--- src/rtl/snpdec_pkg.sv ---
// Package: shared types for the snoop decision unit.
// Assumes: all fields are single-bit qualifiers.
package snpdec_pkg;

    typedef struct packed {
        logic needs_wr;
        logic inval;
        logic cache_inv;
        logic cache_maint;
        logic needs_resp;
        logic clean;
        logic uncache;
        logic express;
    } snoop_attr_t;

    typedef struct packed {
        logic in_service;
        logic dn_pending;
        logic pend_mod;
        logic post_inv;
        logic head_cinv;
    } entry_state_t;

    typedef struct packed {
        logic respond;
        logic replay;
        logic cache_resp;
        logic had_wr;
        logic satisfied;
        logic sharers;
        logic conv_upg;
        logic set_post_inv;
        logic set_post_dg;
        logic attr_err;
    } decision_t;

    localparam int DEC_W = $bits(decision_t);

endpackage

--- src/rtl/snp_order.sv ---
// Module: snp_order
// Decides whether the snoop logically precedes the entry's miss, and whether
// buffered upgrades must be converted. Purely combinational.
// Assumes: inputs are stable for the strobe cycle.
module snp_order
    import snpdec_pkg::*;
(
    input  snoop_attr_t  attr,
    input  entry_state_t ent,
    output logic         snoop_first,
    output logic         conv_upg
);

    // Ordering: unissued miss, or issued but still parked downstream on the fast path.
    always_comb begin
        snoop_first = !ent.in_service || (attr.express && ent.dn_pending);
        conv_upg    = attr.needs_wr || attr.cache_inv;
    end

endmodule

--- src/rtl/snp_core.sv ---
// Module: snp_core
// Forms the full decision from the ordering result, the snoop attributes and
// the entry snapshot. Combinational; the caller qualifies with the strobe.
// Assumes: snoop_first comes from snp_order for the same snoop.
module snp_core
    import snpdec_pkg::*;
(
    input  snoop_attr_t  attr,
    input  entry_state_t ent,
    input  logic         snoop_first,
    input  logic         conv_upg,
    output decision_t    dec
);

    logic early_done;
    logic answer;

    // Early-out when the entry has logically lost the line already.
    always_comb early_done = ent.post_inv || ent.head_cinv;

    // Answer only as the ordering point, for a snoop that wants a reply and is not a clean.
    always_comb answer = ent.pend_mod && attr.needs_resp && !attr.clean;

    // Decision formation along the three paths.
    always_comb begin
        dec          = '0;
        dec.conv_upg = conv_upg;
        dec.attr_err = (attr.needs_wr != attr.inval) && !attr.cache_maint;
        if (!snoop_first) begin
            if (early_done) begin
                dec.respond = 1'b1;
            end else begin
                dec.respond    = answer;
                dec.replay     = ent.pend_mod || attr.inval;
                dec.cache_resp = answer;
                dec.had_wr     = answer;
                dec.satisfied  = !answer && ent.pend_mod && attr.clean;
                dec.set_post_inv = (ent.pend_mod || attr.inval) &&
                                   (attr.needs_wr || attr.inval);
                dec.set_post_dg  = !attr.needs_wr && !attr.uncache;
                dec.sharers      = !attr.needs_wr && !attr.uncache;
            end
        end
    end

    // Immediate checks tying the ordering input to the decision paths.
    always_comb begin
        if (snoop_first) begin
            a_first_quiet_r1: assert (!dec.respond && !dec.replay && !dec.set_post_inv
                                      && !dec.set_post_dg && !dec.sharers);
        end
        if (dec.set_post_inv) begin
            a_postinv_needs_replay_r8: assert (dec.replay);
        end
    end

endmodule

--- src/rtl/snp_pipe.sv ---
// Module: snp_pipe
// Registers the decision for STAGES cycles with a valid bit; an idle stage
// holds zeros so the outputs are quiet between decisions.
// Assumes: STAGES >= 1.
module snp_pipe #(
    parameter int STAGES = 1,
    parameter int WIDTH  = 10
) (
    input  logic             clk,
    input  logic             rst_n,
    input  logic             in_vld,
    input  logic [WIDTH-1:0] in_dat,
    output logic             out_vld,
    output logic [WIDTH-1:0] out_dat
);

    logic             vld_q [STAGES];
    logic [WIDTH-1:0] dat_q [STAGES];

    for (genvar s = 0; s < STAGES; s++) begin : g_stage
        logic             vld_d;
        logic [WIDTH-1:0] dat_d;
        if (s == 0) begin : g_head
            always_comb begin
                vld_d = in_vld;
                dat_d = in_vld ? in_dat : '0;
            end
        end else begin : g_tail
            always_comb begin
                vld_d = vld_q[s-1];
                dat_d = dat_q[s-1];
            end
        end
        // One register stage with synchronous reset.
        always_ff @(posedge clk) begin
            if (!rst_n) begin
                vld_q[s] <= 1'b0;
                dat_q[s] <= '0;
            end else begin
                vld_q[s] <= vld_d;
                dat_q[s] <= dat_d;
            end
        end
    end

    // Output taps of the last stage.
    always_comb begin
        out_vld = vld_q[STAGES-1];
        out_dat = dat_q[STAGES-1];
    end

endmodule

--- src/rtl/snoop_decide.sv ---
// Module: snoop_decide (top)
// Judges one snoop against one outstanding-miss entry: ordering, response,
// replay, snoop marks, and entry flag updates, delivered OUT_STAGES later.
// Assumes: the entry snapshot is coherent with the strobed snoop.
module snoop_decide
    import snpdec_pkg::*;
#(
    parameter int OUT_STAGES = 1
) (
    input  logic clk,
    input  logic rst_n,
    input  logic snp_valid,
    input  logic snp_needs_wr,
    input  logic snp_inval,
    input  logic snp_cache_inv,
    input  logic snp_cache_maint,
    input  logic snp_needs_resp,
    input  logic snp_clean,
    input  logic snp_uncache,
    input  logic snp_express,
    input  logic ent_in_service,
    input  logic ent_dn_pending,
    input  logic ent_pend_mod,
    input  logic ent_post_inv,
    input  logic ent_head_cinv,
    output logic rsp_valid,
    output logic rsp_respond,
    output logic rsp_replay,
    output logic rsp_cache_resp,
    output logic rsp_had_wr,
    output logic rsp_satisfied,
    output logic rsp_sharers,
    output logic rsp_conv_upg,
    output logic rsp_set_post_inv,
    output logic rsp_set_post_dg,
    output logic rsp_attr_err
);

    snoop_attr_t  attr;
    entry_state_t ent;
    logic         snoop_first;
    logic         conv_upg;
    decision_t    dec_c;
    decision_t    dec_q;
    logic [DEC_W-1:0] dec_bits;

    // Bundle the ports into typed structures.
    always_comb begin
        attr = '{needs_wr: snp_needs_wr, inval: snp_inval, cache_inv: snp_cache_inv,
                 cache_maint: snp_cache_maint, needs_resp: snp_needs_resp,
                 clean: snp_clean, uncache: snp_uncache, express: snp_express};
        ent  = '{in_service: ent_in_service, dn_pending: ent_dn_pending,
                 pend_mod: ent_pend_mod, post_inv: ent_post_inv,
                 head_cinv: ent_head_cinv};
    end

    snp_order u_order (
        .attr        (attr),
        .ent         (ent),
        .snoop_first (snoop_first),
        .conv_upg    (conv_upg)
    );

    snp_core u_core (
        .attr        (attr),
        .ent         (ent),
        .snoop_first (snoop_first),
        .conv_upg    (conv_upg),
        .dec         (dec_c)
    );

    snp_pipe #(.STAGES(OUT_STAGES), .WIDTH(DEC_W)) u_pipe (
        .clk     (clk),
        .rst_n   (rst_n),
        .in_vld  (snp_valid),
        .in_dat  (dec_c),
        .out_vld (rsp_valid),
        .out_dat (dec_bits)
    );

    // Unpack the registered decision onto the ports.
    always_comb begin
        dec_q            = decision_t'(dec_bits);
        rsp_respond      = dec_q.respond;
        rsp_replay       = dec_q.replay;
        rsp_cache_resp   = dec_q.cache_resp;
        rsp_had_wr       = dec_q.had_wr;
        rsp_satisfied    = dec_q.satisfied;
        rsp_sharers      = dec_q.sharers;
        rsp_conv_upg     = dec_q.conv_upg;
        rsp_set_post_inv = dec_q.set_post_inv;
        rsp_set_post_dg  = dec_q.set_post_dg;
        rsp_attr_err     = dec_q.attr_err;
    end

    p_cache_resp_marks_r6: assert property (@(posedge clk) disable iff (!rst_n)
        rsp_cache_resp |-> (rsp_had_wr && rsp_respond && rsp_replay));

    p_satisfied_excl_r7: assert property (@(posedge clk) disable iff (!rst_n)
        rsp_satisfied |-> (!rsp_respond && rsp_replay));

    p_downgrade_sharers_r9: assert property (@(posedge clk) disable iff (!rst_n)
        rsp_set_post_dg == rsp_sharers);

    p_idle_quiet_r11: assert property (@(posedge clk) disable iff (!rst_n)
        !rsp_valid |-> !(rsp_respond || rsp_replay || rsp_conv_upg ||
                         rsp_set_post_inv || rsp_set_post_dg || rsp_attr_err));

    p_post_inv_replay_r8: assert property (@(posedge clk) disable iff (!rst_n)
        rsp_set_post_inv |-> rsp_replay);

    if (OUT_STAGES == 1) begin : g_lat_chk
        p_latency_r11: assert property (@(posedge clk) disable iff (!rst_n)
            snp_valid |=> rsp_valid);
    end

endmodule

--- config.mk ---
export PLATFORM = sky130hd
export DESIGN_NAME = snoop_decide
export DESIGN_NICKNAME = d
export VERILOG_FILES = /design/src/rtl/snpdec_pkg.sv /design/src/rtl/snp_order.sv /design/src/rtl/snp_core.sv /design/src/rtl/snp_pipe.sv /design/src/rtl/snoop_decide.sv
export SDC_FILE = /design/constraint.sdc
export NUM_CORES = 1
export LEC_CHECK = 0
export CORE_AREA = 2 2 39 41
export DETAILED_ROUTE_END_ITERATION = 10
export DIE_AREA = 0 0 41 43
export GPL_TIMING_DRIVEN = 0
export PLACE_DENSITY = 0.65
export SYNTH_ARGS = -nofsm -noshare
export SYNTH_HDL_FRONTEND = slang
export SYNTH_SLANG_ARGS = --single-unit
export TNS_END_PERCENT = 30
--- constraint.sdc ---
create_clock -name clk -period 1.2 [get_ports clk]
set_clock_uncertainty 0.2 [all_clocks]
set_input_delay 0.24 -clock clk [delete_from_list [all_inputs] [get_ports clk]]
set_output_delay 0.24 -clock clk [all_outputs]
set_load 0.005 [all_outputs]
==> out/results.tsv, run 1 <==
metric	value	unit
global route total overflow	0	
initial drt markers	1	
GPL Wtd Cong	0.568	
I/O pin cnt	27	
Critical Path RT	0.76	ns
hold_ws	0.141	ns
most frequent cells in the layout	clkdlybuf4s50_1, dfxtp_1, clkbuf_2	
static leakage	0.287	nW
outcome	finished, violations left	
Via density	4.13	
Area after DPL	628	um^2
Slowest-stage cell, CP	dfxtp_2	
Synth cell types	14	
ANT nets after route	0	
crit path DAT	0.77	ns
H-tree depth	1	
vias	318	
Reg clk slew, reported paths	0.06	ns
Max Clk Rate	828	MHz
buffers and inverters on the worst path	2	
GRT Total Usage	9.88	%
Hold Buf Count CTS	0	
Syn Inst Count	32	
syn nets	49	
element type at the critical path end	output port	
Crit path largest cell delay	0.32	ns
mapped cell area	348	um^2
failing checks	negative setup slack	
chip width	41	um
#FFs+latches synth	9	
critical setup path kind	register to output port	
final WL	703	um
max_slew headroom	88.2	%
Final Hold Fails	0	
max-slew violations	0	
Clock Tree Buf Depth	2	
fin worst setup slack	-0.00837	ns
CP Cell Sequence	buf_6 > buf_6	
# DRC	0	
sequential share of the synthesized area	51.8	%
Cell Rows	14	
maximum capacitance violations	0	
drt pass-1 iters	2	
HP Class	input pin to register	
Setup violations, final	2	
diodes inserted	0	
commonest non-fill, non-tap cell in the layout	clkdlybuf4s50_1	
Avg WL per Cell	9.13	um
Most common cell on crit path	buf_6	
peak fanout along the critical path	2	
port bufs	26	
Least-Margin Pin Slew	0.176	ns
Final period util	101	%
post-route cell area	627	um^2
starting density of the core	25.1	%
mean area per synthesized cell	10.9	um^2
RSZ-0062 raised after global routing	true	
CTS tree	yes	
largest net degree at the start of global routing	6	
clk sink count	9	
number of global-route vias before repair	309	
PwrDens	1000	mW/mm^2
peak supply drop	592	uV
layout cells sized above 1	37.7	%
global-route wire length before repair	1.17	mm
die area	0.00176	mm^2
CTS Root Cell	clkbuf_4	
CP Launch Type	register	
Tmin final	1.21	ns
Syn-to-layout area delta	80.2	%
Core Box Area	0.00138	mm^2
Nets	79	
Yosys warning count	0	
die height	43	um
CTS buffer count	3	
initial antenna violation count	0	
Crit path max-delay family	flip-flops	
==> kinds of logic (layout without fill, tap and decap cells) <==
| logic type | count (synthesis) | in the layout | synth area share, % |
|---|---|---|---|
| compound gates | 2 | 2 | 5.40 |
| fa+ha+maj | 1 | 1 | 3.60 |
| buf+inv | 5 | 34 | 7.55 |
| flops | 9 | 9 | 51.8 |
| simple gates | 15 | 15 | 31.7 |
==> per-layer routing <==
metal	track usage, %	part of all wire [%]	vias to the layer above
met5	0	0	-
met1	11.4	40	134
met3	3.66	13	2
li1	-	-	166
met2	14.7	46	16
met4	6.00	0.57	0
==> power breakdown <==
part / switching [mW] / internal [mW]
logic: 0.0349 / 0.0615
registers: 0.00158 / 0.306
clock network: 0.0964 / 0.128
==> metrics by stage <==
| step | util [%] | instances | setup TNS [ns] | setup slack (ns) | power (mW) |
|---|---|---|---|---|---|
| 3_3_place_gp | 45.4 | 74 | -2.42 | -0.350 | 0.416 |
| 4_1_cts | 46.1 | 78 | -0.0933 | -0.0396 | 0.633 |
| 2_1_floorplan | - | 32 | 0 | 0.204 | 0.341 |
| 5_1_grt | 45.3 | 77 | -0.132 | -0.0609 | 0.654 |
| 3_5_place_dp | 45.4 | 74 | -2.53 | -0.357 | 0.416 |
| 6_report | 45.3 | 77 | -0.0140 | -0.00837 | 0.628 |
==> worst paths after layout <==
check                                      from                            end  depth (start not counted)
hold / removal                        snp_inval  u_pipe.dat_q[0][8]$_SDFF_PP0_                          3
setup / recovery  u_pipe.dat_q[0][4]$_SDFF_PP0_                    rsp_sharers                          2
==> synth_stat cells <==
master     instances  area [um^2]
nor3_1             3         15.0
nor3b_1            1         7.51
nand2_1            2         7.51
nor4_2             2         25.0
buf_4              2         15.0
nand4bb_4          1         27.5
inv_1              3         11.3
nand3b_1           1         7.51
a221oi_1           1         8.76
ha_1               1         12.5
nand3_1            1         5.00
dfxtp_1            9          180
nor2_1             4         15.0
a21bo_2            1         10.0
==> sequential cells by signal, summed over array words and instances, names as in the netlist <==
name          count
u_pipe.dat_q      8
u_pipe.vld_q      1
==> area by class of cell <==
type / instances / area [um^2]
fillers: 134 / 757
flip-flops and latches: 9 / 183
clock buffers: 4 / 26.3
inverters: 3 / 11.3
well taps: 16 / 20.0
plain buffers: 1 / 11.3
multi-input cells: 18 / 159
repair buffers: 26 / 216
==> timing repair <==
item / in CTS / in global routing
resized for setup: 38 / 11
pin swaps: 1 / 2
hold endpoints to repair: 0 / 0
gates cloned: 0 / 0
endpoints found under the setup margin: 15 / 13
setup buffers: 0 / 0
Power figures use the tool's default switching activity.
==> run 2, diff against run 1 <==
- SETUP_SLACK_MARGIN: default -> 0.15
==> out/results.tsv, run 2 (synthesis gave the netlist of run 1 again) <==
metric	value	unit
Tmin final	1.21	ns
initial antenna violation count	0	
Reg clk slew, reported paths	0.06	ns
failing checks	negative hold slack, negative setup slack	
die height	43	um
final WL	719	um
RSZ-0062 raised after global routing	true	
Area after DPL	628	um^2
hold path startpoint	snp_needs_wr	
vias	328	
initial drt markers	0	
commonest non-fill, non-tap cell in the layout	dlygate4sd2_1	
element type at the critical path end	output port	
starting density of the core	25.1	%
port bufs	26	
peak fanout along the critical path	2	
placed insts	74	
Avg WL per Cell	9.22	um
CP Launch Type	register	
most frequent cells in the layout	dlygate4sd2_1, buf_2, dfxtp_1	
Nets	80	
H-tree depth	1	
# DRC	0	
PwrDens	996	mW/mm^2
Max Clk Rate	823	MHz
Total Power Consumption	0.614	mW
largest register by flop count	u_pipe.dat_q	
global-route wire length before repair	1.24	mm
final cell utilization of the core	44.6	%
global route total overflow	0	
peak supply drop	586	uV
Least-Margin Pin Slew	0.192	ns
Syn-to-layout area delta	77.3	%
fin worst setup slack	-0.0144	ns
Worst Setup SP	u_pipe.dat_q[0][6]$_SDFF_PP0_	
static leakage	0.298	nW
layout cells sized above 1	40.3	%
diodes inserted	0	
GPL Wtd Cong	0.568	
Clock Tree Buf Depth	2	
outcome	finished, violations left	
crit path DAT	0.77	ns
max_slew headroom	87.2	%
largest net degree at the start of global routing	6	
Finished Layout Cells	78	
Hold Buf Count CTS	0	
Setup WS pre-CTS	-0.357	ns
Via density	4.21	
Core Box Area	0.00138	mm^2
number of global-route vias before repair	311	
critical setup path kind	register to output port	
maximum capacitance violations	0	
Final Hold Fails	1	
drt pass-1 iters	1	
ANT nets after route	0	
post-route cell area	617	um^2
GRT Total Usage	10.4	%
CTS buffer count	3	
chip width	41	um
Cell Rows	14	
clk sink count	9	
Critical Path RT	0.76	ns
biggest regs	u_pipe.dat_q x8, u_pipe.vld_q x1	
die area	0.00176	mm^2
I/O pin cnt	27	
number of flip-flops in the largest register	8	
CTS Root Cell	clkbuf_4	
hold_ws	-0.00933	ns
CTS tree	yes	
Final period util	101	%
Setup violations, final	2	
max-slew violations	0	
HP Class	input pin to register	
-- run 2: changes by cell type in the layout (fill, tap and decap cells not counted), moves of 5 or more --
| cell | change |
|---|---|
| clkdlybuf4s50_1 | -8 |
| dlygate4sd2_1 | +8 |
| buf_2 | +6 |
| clkbuf_2 | -5 |
-- run 2: path summary, 6_finish.rpt --
| path | cells past startpoint | end | slack [ns] |
|---|---|---|---|
| worst min-delay path | 2 | u_pipe.dat_q[0][4]$_SDFF_PP0_ | -0.009 |
| worst max-delay path | 2 | rsp_had_wr | -0.01 |
-- run 2: cell type report --
type                    instances  area, um^2
plain buffers                   2        22.5
clock buffers                   4        26.3
fillers                       142         767
inverters                       3        11.3
multi-input cells              18         154
flip-flops and latches          9         184
well taps                      16        20.0
repair buffers                 26         199
-- run 2: stage by stage --
step	setup TNS [ns]	hold WS [ns]
after floorplan	0	0.111
after global placement	-2.42	0.589
after detailed placement	-2.53	0.592
after CTS	-0.0346	0.141
after global routing	-0.0680	0.00197
final	-0.0202	-0.00933
-- run 2: critical path: stages, from the launching register on --
cell	delay, ns
dfxtp_2	0.32
buf_6	0.10
buf_6	0.10
-- run 2: where the power goes --
group	internal (mW)	leakage (nW)	switching, mW
Clock	0.127	0.0150	0.0945
Sequential	0.306	0.0746	0.00133
Combinational	0.0504	0.208	0.0348
-- run 2: what timing repair did --
action | CTS | global route
pin swaps | 4 | 1
gates resized for setup | 63 | 3
hold endpoints to repair | 0 | 0
setup buffers | 0 | 0
setup endpoints to repair | 18 | 13
-- run 2: layer usage --
metal	vias up	global-route usage (%)	wire length [um]
li1	170	-	-
met1	140	13.0	298
met2	16	14.7	331
met3	2	3.66	85
met4	0	6.00	4
met5	-	0	0
==> run 3, diff against run 2 <==
- clock period: 1.2 -> 1.4 ns (I/O delays scaled with it)
==> out/results.tsv, run 3 (synthesis gave the netlist of run 1 again) <==
metric	value	unit
final WL	710	um
die height	43	um
layout cells sized above 1	29.0	%
Avg WL per Cell	9.10	um
peak supply drop	505	uV
Tmin final	1.26	ns
Slowest-stage cell, CP	dfxtp_1	
CTS Root Cell	clkbuf_4	
power share of the clock group	35.2	%
vias	326	
Finished Layout Cells	78	
Area after DPL	628	um^2
Sw Share	20.8	%
Syn-to-layout area delta	94.6	%
initial antenna violation count	0	
Nets	80	
placed insts	74	
CTS tree	yes	
Critical Path RT	0.92	ns
most frequent cells in the layout	clkdlybuf4s50_1, dfxtp_1, dlymetal6s2s_1	
Max Clk Rate	792	MHz
Final Hold Fails	0	
H-tree depth	1	
Comb pwr share	16.0	%
drt pass-1 iters	4	
clk sink count	9	
Worst Setup SP	u_pipe.dat_q[0][8]$_SDFF_PP0_	
Reg clk slew, reported paths	0.06	ns
initial drt markers	3	
outcome	completed	
element type at the critical path end	output port	
biggest regs	u_pipe.dat_q x8, u_pipe.vld_q x1	
peak fanout along the critical path	1	
chip width	41	um
ANT nets after route	0	
critical setup path kind	register to output port	
HP Class	input pin to register	
static leakage	0.327	nW
CP Cell Sequence	dlygate4sd2_1	
Post-CTS Setup Bufs	0	
CTS buffer count	3	
largest register by flop count	u_pipe.dat_q	
part of the power in registers	48.8	%
Clock Tree Buf Depth	2	
switching power	0.112	mW
max-slew violations	0	
CP Depth	1	
Least-Margin Pin Slew	0.240	ns
largest net degree at the start of global routing	6	
port bufs	26	
I/O pin cnt	27	
Hold Buf Count CTS	0	
global route total overflow	0	
Crit path largest cell delay	0.29	ns
number of global-route vias before repair	305	
Crit path max-delay family	flip-flops	
RSZ-0062 raised after global routing	true	
GRT Total Usage	9.68	%
max_slew headroom	83.9	%
maximum capacitance violations	0	
# DRC	0	
CP Launch Type	register	
crit path capture	rsp_replay	
Final period util	90.1	%
commonest non-fill, non-tap cell in the layout	clkdlybuf4s50_1	
post-route cell area	677	um^2
PwrDens	797	mW/mm^2
crit path DAT	0.78	ns
hold_ws	0.176	ns
die area	0.00176	mm^2
Via density	4.18	
global-route wire length before repair	1.15	mm
starting density of the core	25.1	%
number of flip-flops in the largest register	8	
Setup violations, final	0	
diodes inserted	0	
buffers and inverters on the worst path	1	
Power Internal	0.427	mW
GPL Wtd Cong	0.568	
Core Box Area	0.00138	mm^2
Cell Rows	14	
-- run 3: cell count changes in the layout (fill, tap and decap cells not counted), sizes merged --
cell,before,now
buf,13,6
clkdlybuf4s15,0,4
dlymetal6s2s,0,5
clkdlybuf4s50,3,9
clkbuf,5,6
dlygate4sd2,11,2
-- run 3: repair_timing --
item                                    in CTS  in global routing
gates resized for setup                     28                 18
endpoints found under the setup margin      15                 16
endpoints found under the hold margin        0                  0
pin swaps                                    0                  2
-- run 3: layer usage --
metal	GRT usage (%)	vias to the layer above	part of all wire, %
li1	-	169	-
met1	10.7	139	39
met2	14.7	16	48
met3	3.66	2	12
met4	6.00	0	0.56
met5	0	-	0
-- run 3: worst min path at each step --
stage	slack, ns	cells past startpoint	startpoint	end
final	0.18	3	ent_post_inv	u_pipe.dat_q[0][9]$_SDFF_PP0_
after global placement	0.63	2	snp_cache_maint	u_pipe.dat_q[0][0]$_SDFF_PN0_
after detailed placement	0.63	2	snp_cache_maint	u_pipe.dat_q[0][0]$_SDFF_PN0_
after global routing	0.20	3	snp_inval	u_pipe.dat_q[0][8]$_SDFF_PP0_
after CTS	0.18	2	snp_needs_wr	u_pipe.dat_q[0][4]$_SDFF_PP0_
after floorplan	0.15	1	snp_uncache	u_pipe.dat_q[0][4]$_SDFF_PP0_
-- run 3: area by class of cell --
class | count | area (um^2)
multi-input cells | 18 | 161
well taps | 16 | 20.0
fillers | 125 | 707
clock buffers | 4 | 26.3
inverters | 3 | 11.3
flip-flops and latches | 9 | 183
plain buffers | 2 | 22.5
repair buffers | 26 | 253
-- run 3: per-stage QoR --
stage	power (mW)	util [%]	worst slack [ns]	setup TNS, ns
after floorplan	0.293	-	0.364	0
after global placement	0.356	45.4	-0.190	-0.770
after detailed placement	0.357	45.4	-0.197	-0.827
after CTS	0.543	46.0	0.110	0
after global routing	0.565	48.9	0.112	0
final	0.540	48.9	0.138	0
-- run 3: power groups by stage --
| stage | clock [mW] | sequential, mW | combinational [mW] |
|---|---|---|---|
| 2_1_floorplan | 0 | 0.270 | 0.0224 |
| 3_3_place_gp | 0 | 0.269 | 0.0873 |
| 3_5_place_dp | 0 | 0.269 | 0.0875 |
| 4_1_cts | 0.197 | 0.263 | 0.0828 |
| 5_1_grt | 0.206 | 0.264 | 0.0949 |
| 6_report | 0.190 | 0.263 | 0.0863 |
